==> config.mk <==
export PLATFORM = sky130hd
export DESIGN_NAME = ham74_codec
export DESIGN_NICKNAME = d
export VERILOG_FILES = /design/src/rtl/ham74_pkg.sv /design/src/rtl/ham74_stage.sv /design/src/rtl/ham74_enc_core.sv /design/src/rtl/ham74_fix_core.sv /design/src/rtl/ham74_codec.sv
export SDC_FILE = /design/constraint.sdc
export NUM_CORES = 1
export LEC_CHECK = 0
export BUFFER_PORTS_ARGS = -buffer_cell sky130_fd_sc_hd__buf_4
export CAP_MARGIN = 0
export CORE_ASPECT_RATIO = 1.4
export CORE_UTILIZATION = 40
export CTS_BUF_LIST = sky130_fd_sc_hd__clkbuf_8
export CTS_CLUSTER_SIZE = 20
export DETAILED_ROUTE_END_ITERATION = 8
export HOLD_SLACK_MARGIN = 0.03
export PLACE_DENSITY_LB_ADDON = 0.05
export SYNTH_ARGS = -nofsm -noshare
export SYNTH_HDL_FRONTEND = slang
export SYNTH_SLANG_ARGS = --single-unit
export TNS_END_PERCENT = 100
==> constraint.sdc <==
create_clock -name clk -period 1.7 [get_ports clk]
set_clock_uncertainty 0.2 [all_clocks]
set_input_delay 0 -clock clk [delete_from_list [all_inputs] [get_ports clk]]
set_output_delay 0 -clock clk [all_outputs]
set_load 0.05 [all_outputs]
==> src/rtl/ham74_pkg.sv <==
// Package: ham74_pkg
// Shared sizes, codeword bit positions and the parity/syndrome functions
// used by both the encode and the correct paths.
// Assumes the fixed 7/4 layout: bit 6..0 = D3 D2 D1 Pa D0 Pb Pc.
package ham74_pkg;

    localparam int DATA_W = 4;
    localparam int CODE_W = 7;
    localparam int SYND_W = 3;

    // Codeword bit positions (neighbours decode these)
    localparam int POS_D3 = 6;
    localparam int POS_D2 = 5;
    localparam int POS_D1 = 4;
    localparam int POS_PA = 3;
    localparam int POS_D0 = 2;
    localparam int POS_PB = 1;
    localparam int POS_PC = 0;

    typedef logic [DATA_W-1:0] data_t;
    typedef logic [CODE_W-1:0] code_t;
    typedef logic [SYND_W-1:0] synd_t;

    // Build a codeword from four data bits
    function automatic code_t build_code(input data_t d);
        code_t c;
        c         = '0;
        c[POS_D3] = d[3];
        c[POS_D2] = d[2];
        c[POS_D1] = d[1];
        c[POS_D0] = d[0];
        c[POS_PA] = d[3] ^ d[2] ^ d[1];
        c[POS_PB] = d[3] ^ d[2] ^ d[0];
        c[POS_PC] = d[2] ^ d[1] ^ d[0];
        return c;
    endfunction

    // Syndrome of any 7-bit word; zero for a valid codeword
    function automatic synd_t calc_synd(input code_t c);
        synd_t s;
        s[2] = c[POS_D3] ^ c[POS_D2] ^ c[POS_D1] ^ c[POS_PA];
        s[1] = c[POS_D3] ^ c[POS_D2] ^ c[POS_D0] ^ c[POS_PB];
        s[0] = c[POS_D2] ^ c[POS_D1] ^ c[POS_D0] ^ c[POS_PC];
        return s;
    endfunction

    // Data field of a codeword
    function automatic data_t pick_data(input code_t c);
        return {c[POS_D3], c[POS_D2], c[POS_D1], c[POS_D0]};
    endfunction

endpackage

==> src/rtl/ham74_stage.sv <==
// Module: ham74_stage
// One registered valid/ready stage. It takes a word when empty or when its
// current word is being taken at the same edge.
// Assumes the consumer may stall indefinitely; no skid storage.
module ham74_stage #(
    parameter int WIDTH = 8
) (
    input  logic             clk,
    input  logic             rst_n,
    input  logic             in_valid,
    output logic             in_ready,
    input  logic [WIDTH-1:0] in_word,
    output logic             out_valid,
    input  logic             out_ready,
    output logic [WIDTH-1:0] out_word
);

    logic             vld_q;
    logic [WIDTH-1:0] word_q;
    logic             take;

    // Ready when empty or draining this cycle
    always_comb begin
        in_ready = !vld_q || out_ready;
        take     = in_valid && in_ready;
    end

    // Valid flag: set on accept, cleared once taken
    always_ff @(posedge clk) begin
        if (!rst_n) begin
            vld_q <= 1'b0;
        end else if (take) begin
            vld_q <= 1'b1;
        end else if (out_ready) begin
            vld_q <= 1'b0;
        end
    end

    // Payload register: load only on accept
    always_ff @(posedge clk) begin
        if (!rst_n) begin
            word_q <= '0;
        end else if (take) begin
            word_q <= in_word;
        end
    end

    assign out_valid = vld_q;
    assign out_word  = word_q;


    accept_shows_chk: assert property (@(posedge clk) disable iff (!rst_n)
        (in_valid && in_ready) |=> (out_valid && out_word == $past(in_word)));


    stall_hold_chk: assert property (@(posedge clk) disable iff (!rst_n)
        (out_valid && !out_ready) |=> (out_valid && $stable(out_word)));


    stall_block_chk: assert property (@(posedge clk) disable iff (!rst_n)
        (out_valid && !out_ready) |-> !in_ready);


    reset_empty_chk: assert property (@(posedge clk) disable iff (!rst_n)
        !$past(rst_n) |-> (!out_valid && in_ready));

endmodule

==> src/rtl/ham74_enc_core.sv <==
// Module: ham74_enc_core
// Combinational encoder: places data and the three parity bits into the
// 7-bit codeword. Assumes the layout fixed in ham74_pkg.
module ham74_enc_core
    import ham74_pkg::*;
(
    input  data_t data_i,
    output code_t code_o
);

    // Form the codeword from the parity equations
    always_comb begin
        code_o = build_code(data_i);
    end

endmodule

==> src/rtl/ham74_fix_core.sv <==
// Module: ham74_fix_core
// Combinational corrector: computes the syndrome, compares it with the
// signature of every codeword bit and inverts the one that matches.
// Assumes at most one bit in error; a double error is miscorrected.
module ham74_fix_core
    import ham74_pkg::*;
(
    input  code_t rx_i,
    output data_t data_o,
    output synd_t synd_o,
    output logic  err_o
);

    synd_t             synd;
    logic [CODE_W-1:0] flip;
    code_t             fixed;

    // Syndrome of the received word
    always_comb begin
        synd = calc_synd(rx_i);
    end

    // One comparator per bit; signature is the syndrome of that bit alone
    for (genvar i = 0; i < CODE_W; i++) begin : g_sig
        localparam code_t UNIT = code_t'(1) << i;
        localparam synd_t SIG  = calc_synd(UNIT);
        assign flip[i] = (synd == SIG);
    end

    // Apply the correction and extract the outputs
    always_comb begin
        fixed  = rx_i ^ flip;
        data_o = pick_data(fixed);
        synd_o = synd;
        err_o  = (synd != '0);
    end


    one_flip_chk: assert final ($onehot0(flip));


    clean_pass_chk: assert final ((synd != '0) || (fixed == rx_i));


    repaired_ok_chk: assert final (calc_synd(fixed) == '0);

endmodule

==> src/rtl/ham74_codec.sv <==
// Module: ham74_codec
// Top: an encode path and a correct path, each a combinational core
// followed by one valid/ready register stage. The paths are independent.
// Assumes a single clock and synchronous active-low reset.
module ham74_codec
    import ham74_pkg::*;
(
    input  logic              clk,
    input  logic              rst_n,
    input  logic              enc_in_valid,
    output logic              enc_in_ready,
    input  logic [DATA_W-1:0] enc_in_data,
    output logic              enc_out_valid,
    input  logic              enc_out_ready,
    output logic [CODE_W-1:0] enc_out_code,
    input  logic              dec_in_valid,
    output logic              dec_in_ready,
    input  logic [CODE_W-1:0] dec_in_code,
    output logic              dec_out_valid,
    input  logic              dec_out_ready,
    output logic [DATA_W-1:0] dec_out_data,
    output logic [SYND_W-1:0] dec_out_synd,
    output logic              dec_out_err
);

    localparam int RES_W = DATA_W + SYND_W + 1;

    code_t             enc_code;
    data_t             fix_data;
    synd_t             fix_synd;
    logic              fix_err;
    logic [RES_W-1:0]  res_in;
    logic [RES_W-1:0]  res_out;

    ham74_enc_core u_enc (
        .data_i (enc_in_data),
        .code_o (enc_code)
    );

    ham74_stage #(.WIDTH(CODE_W)) u_enc_stage (
        .clk       (clk),
        .rst_n     (rst_n),
        .in_valid  (enc_in_valid),
        .in_ready  (enc_in_ready),
        .in_word   (enc_code),
        .out_valid (enc_out_valid),
        .out_ready (enc_out_ready),
        .out_word  (enc_out_code)
    );

    ham74_fix_core u_fix (
        .rx_i   (dec_in_code),
        .data_o (fix_data),
        .synd_o (fix_synd),
        .err_o  (fix_err)
    );

    // Pack the correction result for the stage
    always_comb begin
        res_in = {fix_data, fix_synd, fix_err};
    end

    ham74_stage #(.WIDTH(RES_W)) u_fix_stage (
        .clk       (clk),
        .rst_n     (rst_n),
        .in_valid  (dec_in_valid),
        .in_ready  (dec_in_ready),
        .in_word   (res_in),
        .out_valid (dec_out_valid),
        .out_ready (dec_out_ready),
        .out_word  (res_out)
    );

    // Unpack the registered result onto the ports
    always_comb begin
        dec_out_data = res_out[RES_W-1 -: DATA_W];
        dec_out_synd = res_out[1 +: SYND_W];
        dec_out_err  = res_out[0];
    end


    enc_clean_chk: assert property (@(posedge clk) disable iff (!rst_n)
        enc_out_valid |-> (calc_synd(enc_out_code) == '0));


    err_flag_chk: assert property (@(posedge clk) disable iff (!rst_n)
        dec_out_valid |-> (dec_out_err == (dec_out_synd != '0)));

endmodule

==> out/summary.md, run 1 <==
The die covers 2348 µm². The worst hold path begins at dec_in_code[3]. The startpoint identified for the worst register-to-register timing path is u_enc_stage.out_valid. The length of routed met2 wiring was 930 µm; the floorplan die height was 56.93 µm. Counting every net in the synthesized netlist gives 115.

The via count of the first global-routing pass came out at 744. The initial antenna violation count is 0. The number of nets with antenna violations after routing is 0, and the instance count of the mapped netlist is 98. Of the cells placed in the final design, the portion with a size suffix greater than 1 is 31.97%. The run gives 0 as the count of endpoints failing hold in the final timing report. Setup total negative slack on the finished layout was measured at 0 ns. Summed over all cells, the static leakage comes to 0.5988 nW.

For this run, design rule violations remaining after detail routing come to 0. The clock period could shrink to 1.496 ns. The run gives 0.7208 as the final weighted congestion in routability-driven placement. The worst setup path is launched from a register. Each instance of the synthesized netlist takes up on average 8.797 µm². The routed layout has 834 vias. Summed over all layers, the global routing overflow is 0. The endpoint required time on the critical path was 1.68 ns. The tools report the start point of the critical path as u_enc_stage.out_valid.

Half-perimeter wire length after detailed placement: 1262 µm. Final worst-path cycle share: 88.00%. Once routing completed, OpenROAD measured the worst setup slack at 0.2040 ns. The slew of the pin with the lowest slew margin came out at 0.4594 ns. The pin count of the biggest net entering global routing is 18.

Yosys attributes the largest share of cell area to sky130_fd_sc_hd__dfxtp_1 (39%), sky130_fd_sc_hd__xnor2_1 (13%), sky130_fd_sc_hd__o21ai_0 (5.2%). Final max-slew violation count: 0. The final layout contains 165 nets. For this configuration, the core starts out at a cell density of 43.17%. At the worst endpoint, the arrival time is 1.48 ns. The core region is 1997 µm².

Clock tree synthesis inserted a total of 3 buffers. For the count of hold-fix buffers inserted at cts, the log shows 13. The share of flip-flops with an asynchronous set or reset works out to 0%. Yosys mapped a number of flops with a built-in enable equal to 0.

The clock-pin slew on the worst setup and hold paths was 0.06 ns. In this run the power density over the cells is 860.4 nW/µm². The tools report the overall routed net length as 1694 µm. The number of different library cells used by synthesis comes to 18. During placement, the flow inserted port buffers numbering 35. The tree is rooted in a sky130_fd_sc_hd__clkbuf_8. Setup violations remaining at the end of the flow were counted as 0. Counting flops and latches in the post-synthesis netlist gives 17. The tools report the worst IR drop on VDD as 0.0004685 V.

In this run the top signal layer used is met4. TritonCTS built the clock tree. The die is 41.24 µm wide. From synthesis to final layout, the design area changed by 54.57%. After detailed routing, the number of vias per cell comes to 4.964. The logs give 39.48% for the share of the yosys chip area belonging to registers and 2 for the maximum clock path buffer count. The count of cells resized by post-cts repair was 0; the total of warnings raised by yosys was 0. The path category of the worst min-delay check was in -> reg. Setup repair after global routing left no endpoint under its margin. The leading area contributor after synthesis is sky130_fd_sc_hd__dfxtp_1.

After synthesis, the largest area contributor takes up 39.48% of total cell area. The predominant post-synthesis flop cell is sky130_fd_sc_hd__dfxtp_1. The run finished with clean final reports. The max capacitance violation total was 0; the relative max-transition margin was 69.38%. Dividing the detail-routed wire length by the instance count gives 10.08 µm. The routed length on met1 came out at 672 µm. The logs give 17 for the number of clock sinks and 0.24 ns for the clock insertion delay at the later pin of the skew report.

The number of antenna diodes in the final layout is 0. Along the worst path, the maximum fanout reaches 6. Derived from the worst setup path, the maximum achievable clock frequency is 668.4 MHz.

The synthesized cell area was 862.1 µm²; the number of post-CTS setup repair buffers was 0. The critical path is of the reg -> reg type. The iteration-0 DRC count of the detailed router is 6.

Yosys instantiated no cell more often than sky130_fd_sc_hd__dfxtp_1. 36 I/O pins were placed. The tools report the capturing element type of the critical path as a register. The H-tree depth is 1. Global routing used 16.04% of the available tracks across all layers. For the routed length on met3, the log shows 70 µm. In the synthesized netlist, the cells that appear most often are sky130_fd_sc_hd__dfxtp_1 (17), sky130_fd_sc_hd__xnor2_1 (13), sky130_fd_sc_hd__nand2_1 (12). The logs give 0.2321 ns for the minimum setup slack after placement and 2642 µm for the global-route wire length before repair.

The tools report the number of rows in the core area as 19. The first-pass iteration count of the detailed router was 3.
where the power goes:
group | internal, W | switching [W] | leakage, nW
clock network | 0.000162 | 0.000125 | 0.0255
logic | 0.000169 | 0.000242 | 0.432
registers | 0.000432 | 0.0000172 | 0.142
critical path, stage by stage, from the launching register on:
cell,delay (ns)
sky130_fd_sc_hd__dfxtp_2,0.32
sky130_fd_sc_hd__nand2b_1,0.07
sky130_fd_sc_hd__buf_4,0.16
sky130_fd_sc_hd__a21boi_0,0.14
sky130_fd_sc_hd__dlygate4sd3_1,0.55
sequential cells by signal, indices dropped and copies added, names as in the netlist:
signal,count
u_enc_stage.out_valid,1
u_enc_stage.out_word,7
u_fix_stage.out_valid,1
u_fix_stage.out_word,8
final cells by class:
type / instances / area (µm²)
fill: 191 / 664.4
sequential: 17 / 345.3
inverter: 2 / 7.507
clock inverter: 1 / 5.005
tap: 21 / 26.28
clock buffer: 3 / 41.29
timing repair buffer: 49 / 400.4
multi-input combinational: 75 / 506.7
layout by cell type (no fill, tap or decap):
cell type / instances
sky130_fd_sc_hd__dfxtp_2: 1
sky130_fd_sc_hd__dlygate4sd3_1: 13
sky130_fd_sc_hd__a21boi_0: 6
sky130_fd_sc_hd__dfxtp_1: 15
sky130_fd_sc_hd__and2_1: 4
sky130_fd_sc_hd__buf_4: 36
sky130_fd_sc_hd__or3_1: 3
sky130_fd_sc_hd__inv_1: 2
sky130_fd_sc_hd__o211a_1: 3
sky130_fd_sc_hd__a21boi_2: 1
sky130_fd_sc_hd__clkbuf_8: 3
sky130_fd_sc_hd__nand3_1: 8
sky130_fd_sc_hd__nand2_1: 12
sky130_fd_sc_hd__clkinv_2: 1
sky130_fd_sc_hd__nand2b_1: 1
sky130_fd_sc_hd__xor2_1: 4
sky130_fd_sc_hd__xnor2_2: 2
sky130_fd_sc_hd__nand2b_4: 1
sky130_fd_sc_hd__a31oi_1: 1
sky130_fd_sc_hd__a21oi_2: 1
sky130_fd_sc_hd__o21ai_0: 9
sky130_fd_sc_hd__dfxtp_4: 1
sky130_fd_sc_hd__xnor2_1: 13
sky130_fd_sc_hd__a21oi_1: 6
worst paths after layout:
path	to	slack, ns	cells past startpoint
worst max-delay path	u_enc_stage.out_valid	0.20	4
worst min-delay path	u_fix_stage.out_word[0]	0.10	5
worst max register to register	u_enc_stage.out_valid	0.20	4
worst min register to register	u_enc_stage.out_word[6]	0.26	2
cells by family (layout without fill, tap and decap cells):
family	Yosys count	after routing	synth area share, %
xor+xnor	19	19	21.04
compound gates	27	27	20.46
buf+inv	6	55	2.612
flops	17	17	39.48
simple gates	29	29	16.40
per-stage QoR:
stage	hold WS [ns]	util, %	instances	total power [W]	instance area [µm²]
floorplan	-0.07215	-	98	0.0007280	875.8
global placement	0.04863	57.89	151	0.0008440	1156
detailed placement	0.05852	57.89	151	0.0008474	1156
CTS	0.09583	66.73	168	0.001159	1333
global route	0.1327	66.73	168	0.001212	1333
finish	0.1019	66.73	168	0.001147	1333
per-layer routing:
layer | global-route usage, % | vias to the layer above
met5 | 0 | -
met4 | 6.912 | 0
met3 | 3.502 | 2
met2 | 31.03 | 24
met1 | 13.72 | 378
li1 | - | 430
(Power assumes the default switching activity.)
==> run 2: changes to the inputs <==
==> constraint.sdc (replaced) <==
create_clock -name clk -period 1.7 [get_ports clk]
set_clock_uncertainty 0.2 [all_clocks]
set_input_delay 0 -clock clk [delete_from_list [all_inputs] [get_ports clk]]
set_output_delay 0 -clock clk [all_outputs]
set_load 0.1 [all_outputs]
==> run 2 against run 1 <==
  * Clock-buffer cell count is the same
  * Worst hold slack lost 0.017 ns
  * Non-clock buffer count unchanged
  * Sequential cell count unchanged
  * Power grew 11%
  * Critical path type unchanged
  * Sequential share of layout area rose by 0.16 points
  * Combinational power up 33%
  * Design area is essentially flat
  * Clock power about the same
  * Routed wire length increased by 7.3%
  * Via count fell by 1.7%
==> out/summary.md, run 2 (same netlist as run 1, synthesis figures left out) <==
The tree built by TritonCTS fans out to 17 sinks. The area growth from synthesis to layout is 54.72%. After layout, the worst setup slack is 0.1646 ns. The run gives 2835 µm as the global-route wire length before repair.

The congestion estimate from routability-driven global placement came to 0.6727. The final max-slew violation count is 0, and the worst IR drop on VDD is 0.0005319 V. The register with the most flip-flops in the layout has 8 of them.

Setup repair after global routing left no endpoint under its margin. The total CTS buffers came out at 3. The startpoint identified for the worst register-to-register timing path is u_enc_stage.out_valid. The tools report the die outline area as 2348 µm². The wire-length estimate of the detail-placed layout is 1325 µm.

The worst setup path is of the reg -> reg kind. In this run the critical register-to-register path is captured at u_enc_stage.out_valid. Minimum setup slack after placement: 0.2278 ns. The layout filler cell count was 191. Number of cells in the finished layout apart from fillers: 168.

The number of placed instances, taps included came out at 151. After detailed routing, the number of remaining DRC violations is 0. The routed length per instance came out at 10.82 µm. The H-tree depth is 1. The startpoint of the tightest hold check path was dec_in_code[3]. After clock tree synthesis, the clock-pin slew on the worst setup and hold paths is 0.06 ns.

The terminating pin of the worst hold path was u_fix_stage.out_word[0]. During I/O placement, the number of pins put on the boundary was 36. Entering global routing, the biggest net connects 18 pins. The library cell used most frequently in the layout, excluding fill and tap cells, is sky130_fd_sc_hd__buf_4. In the global route stage, overall resource usage came out at 17.13%. Using the TritonRoute via totals, the vias-per-cell ratio works out to 4.881. Endpoint required time on the critical path: 1.68 ns.

Measured along the y axis, the die boundary spans 56.93 µm. For this block, the routed nets add up to 1817 µm of wire. The setup violation total in the final timing report came out at 0. The share of layout cells above drive strength 1 came out at 31.29%. The flow ran to the end, and the final reports show no timing, DRC or antenna violations.

The analysis attributes to cell leakage a power of 0.6005 nW. Along the worst hold path, the cell count comes to 5. The count of cells along the worst register-to-register path is 4, and the relative max-transition margin is 68.67%.

The via count of the first global-routing pass is 768. Count of cells resized by post-cts repair: 0. In this run the post-CTS setup repair buffer count came out at 0.

TritonCTS built the clock tree. The total power divided by cell area is 957.6 nW/µm². The tree is rooted in a sky130_fd_sc_hd__clkbuf_8. The total overflow left after global routing is 0. Across the run, the number of max-cap violations was 0. Clock insertion delay at the later pin of the skew report: 0.24 ns.

The final critical path takes up 90.32% of the cycle. The count of hold-fix buffers inserted at cts is 13. The tools report the iteration-0 DRC count of the detailed router as 6.

The final net count was 165. Path category of the worst min-delay check: in -> reg. The slew of the pin with the lowest slew margin is 0.4699 ns.

Number of rows in the core area: 19. STA classifies the critical path endpoint as a register. The number of I/O port buffers is 35, and the horizontal die dimension is 41.24 µm. The worst setup path is launched from a register.

In the layout the commonest cells are sky130_fd_sc_hd__buf_4 (36), sky130_fd_sc_hd__dfxtp_1 (15), sky130_fd_sc_hd__xnor2_1 (13), sky130_fd_sc_hd__dlygate4sd3_1 (13), sky130_fd_sc_hd__nand2_1 (12). Number of diodes added for antenna fixing: 0. The logs give 651.3 MHz for the achievable clock frequency and 0 for the initial antenna violation count. The clock period could shrink to 1.535 ns. Along the worst path, the maximum fanout reaches 6.

The tools report the smallest hold slack as 0.08485 ns. For the arrival time reported for the critical path endpoint, the log shows 1.52 ns. The detailed router placed 820 vias in this run. The count of endpoints failing hold in the final timing report is 0, and the starting density of the core is 43.17%. The total core area was 1997 µm²; the register-to-register setup slack was 0.16 ns. In this run the deepest clock path goes through 2 buffers. The count of nets left with antenna violations once routing finished came out at 0. The run gives 2 as the first-pass iteration count of the detailed router.
## run 2: worst max-delay path: stages, from the launching register on
cell and delay, ns:
sky130_fd_sc_hd__dfxtp_4 0.34, sky130_fd_sc_hd__nand2b_1 0.06, sky130_fd_sc_hd__buf_4 0.16, sky130_fd_sc_hd__a21boi_0 0.15, sky130_fd_sc_hd__dlygate4sd3_1 0.56
## run 2: power breakdown
part | internal (W) | switching (W)
Combinational | 0.000169 | 0.000377
Clock | 0.000160 | 0.000124
Sequential | 0.000431 | 0.0000166
Total | 0.000759 | 0.000518
## run 2: metal layers
metal / global-route usage [%] / vias up / wire length [µm]
li1: - / 428 / -
met1: 15.17 / 366 / 703
met2: 33.71 / 24 / 1013
met3: 2.335 / 2 / 86
met4: 6.912 / 0 / 14
met5: 0 / - / 0
## run 2: worst max path at each step
stage	from	endpoint	slack, ns	cells after the start
3_5_place_dp	dec_in_code[2]	u_fix_stage.out_word[5]	0.23	6
3_3_place_gp	dec_in_code[6]	u_fix_stage.out_word[6]	0.25	6
2_1_floorplan	u_fix_stage.out_valid	u_fix_stage.out_word[1]	-0.09	5
4_1_cts	u_enc_stage.out_valid	u_enc_stage.out_valid	0.18	4
6_report	u_enc_stage.out_valid	u_enc_stage.out_valid	0.16	4
5_1_grt	u_enc_stage.out_valid	u_enc_stage.out_valid	0.1	4
## run 2: through the flow
step	power (W)	setup TNS [ns]	area, µm²	util [%]
after detailed placement	0.0009809	0	1159	58.02
final	0.001277	0	1334	66.79
after CTS	0.001289	0	1334	66.79
after global placement	0.0009768	0	1159	58.02
after global routing	0.001347	0	1334	66.79
after floorplan	0.0008652	-0.2654	898.4	-
## run 2: area by class of cell
class                      count  area (µm²)  share of cell area, %
multi-input combinational     75       506.7                  37.99
timing repair buffer          49       400.4                  30.02
sequential                    17       347.8                  26.08
clock buffer                   3       41.29                  3.096
tap                           21       26.28                  1.970
inverter                       2       7.507                 0.5629
clock inverter                 1       3.754                 0.2814
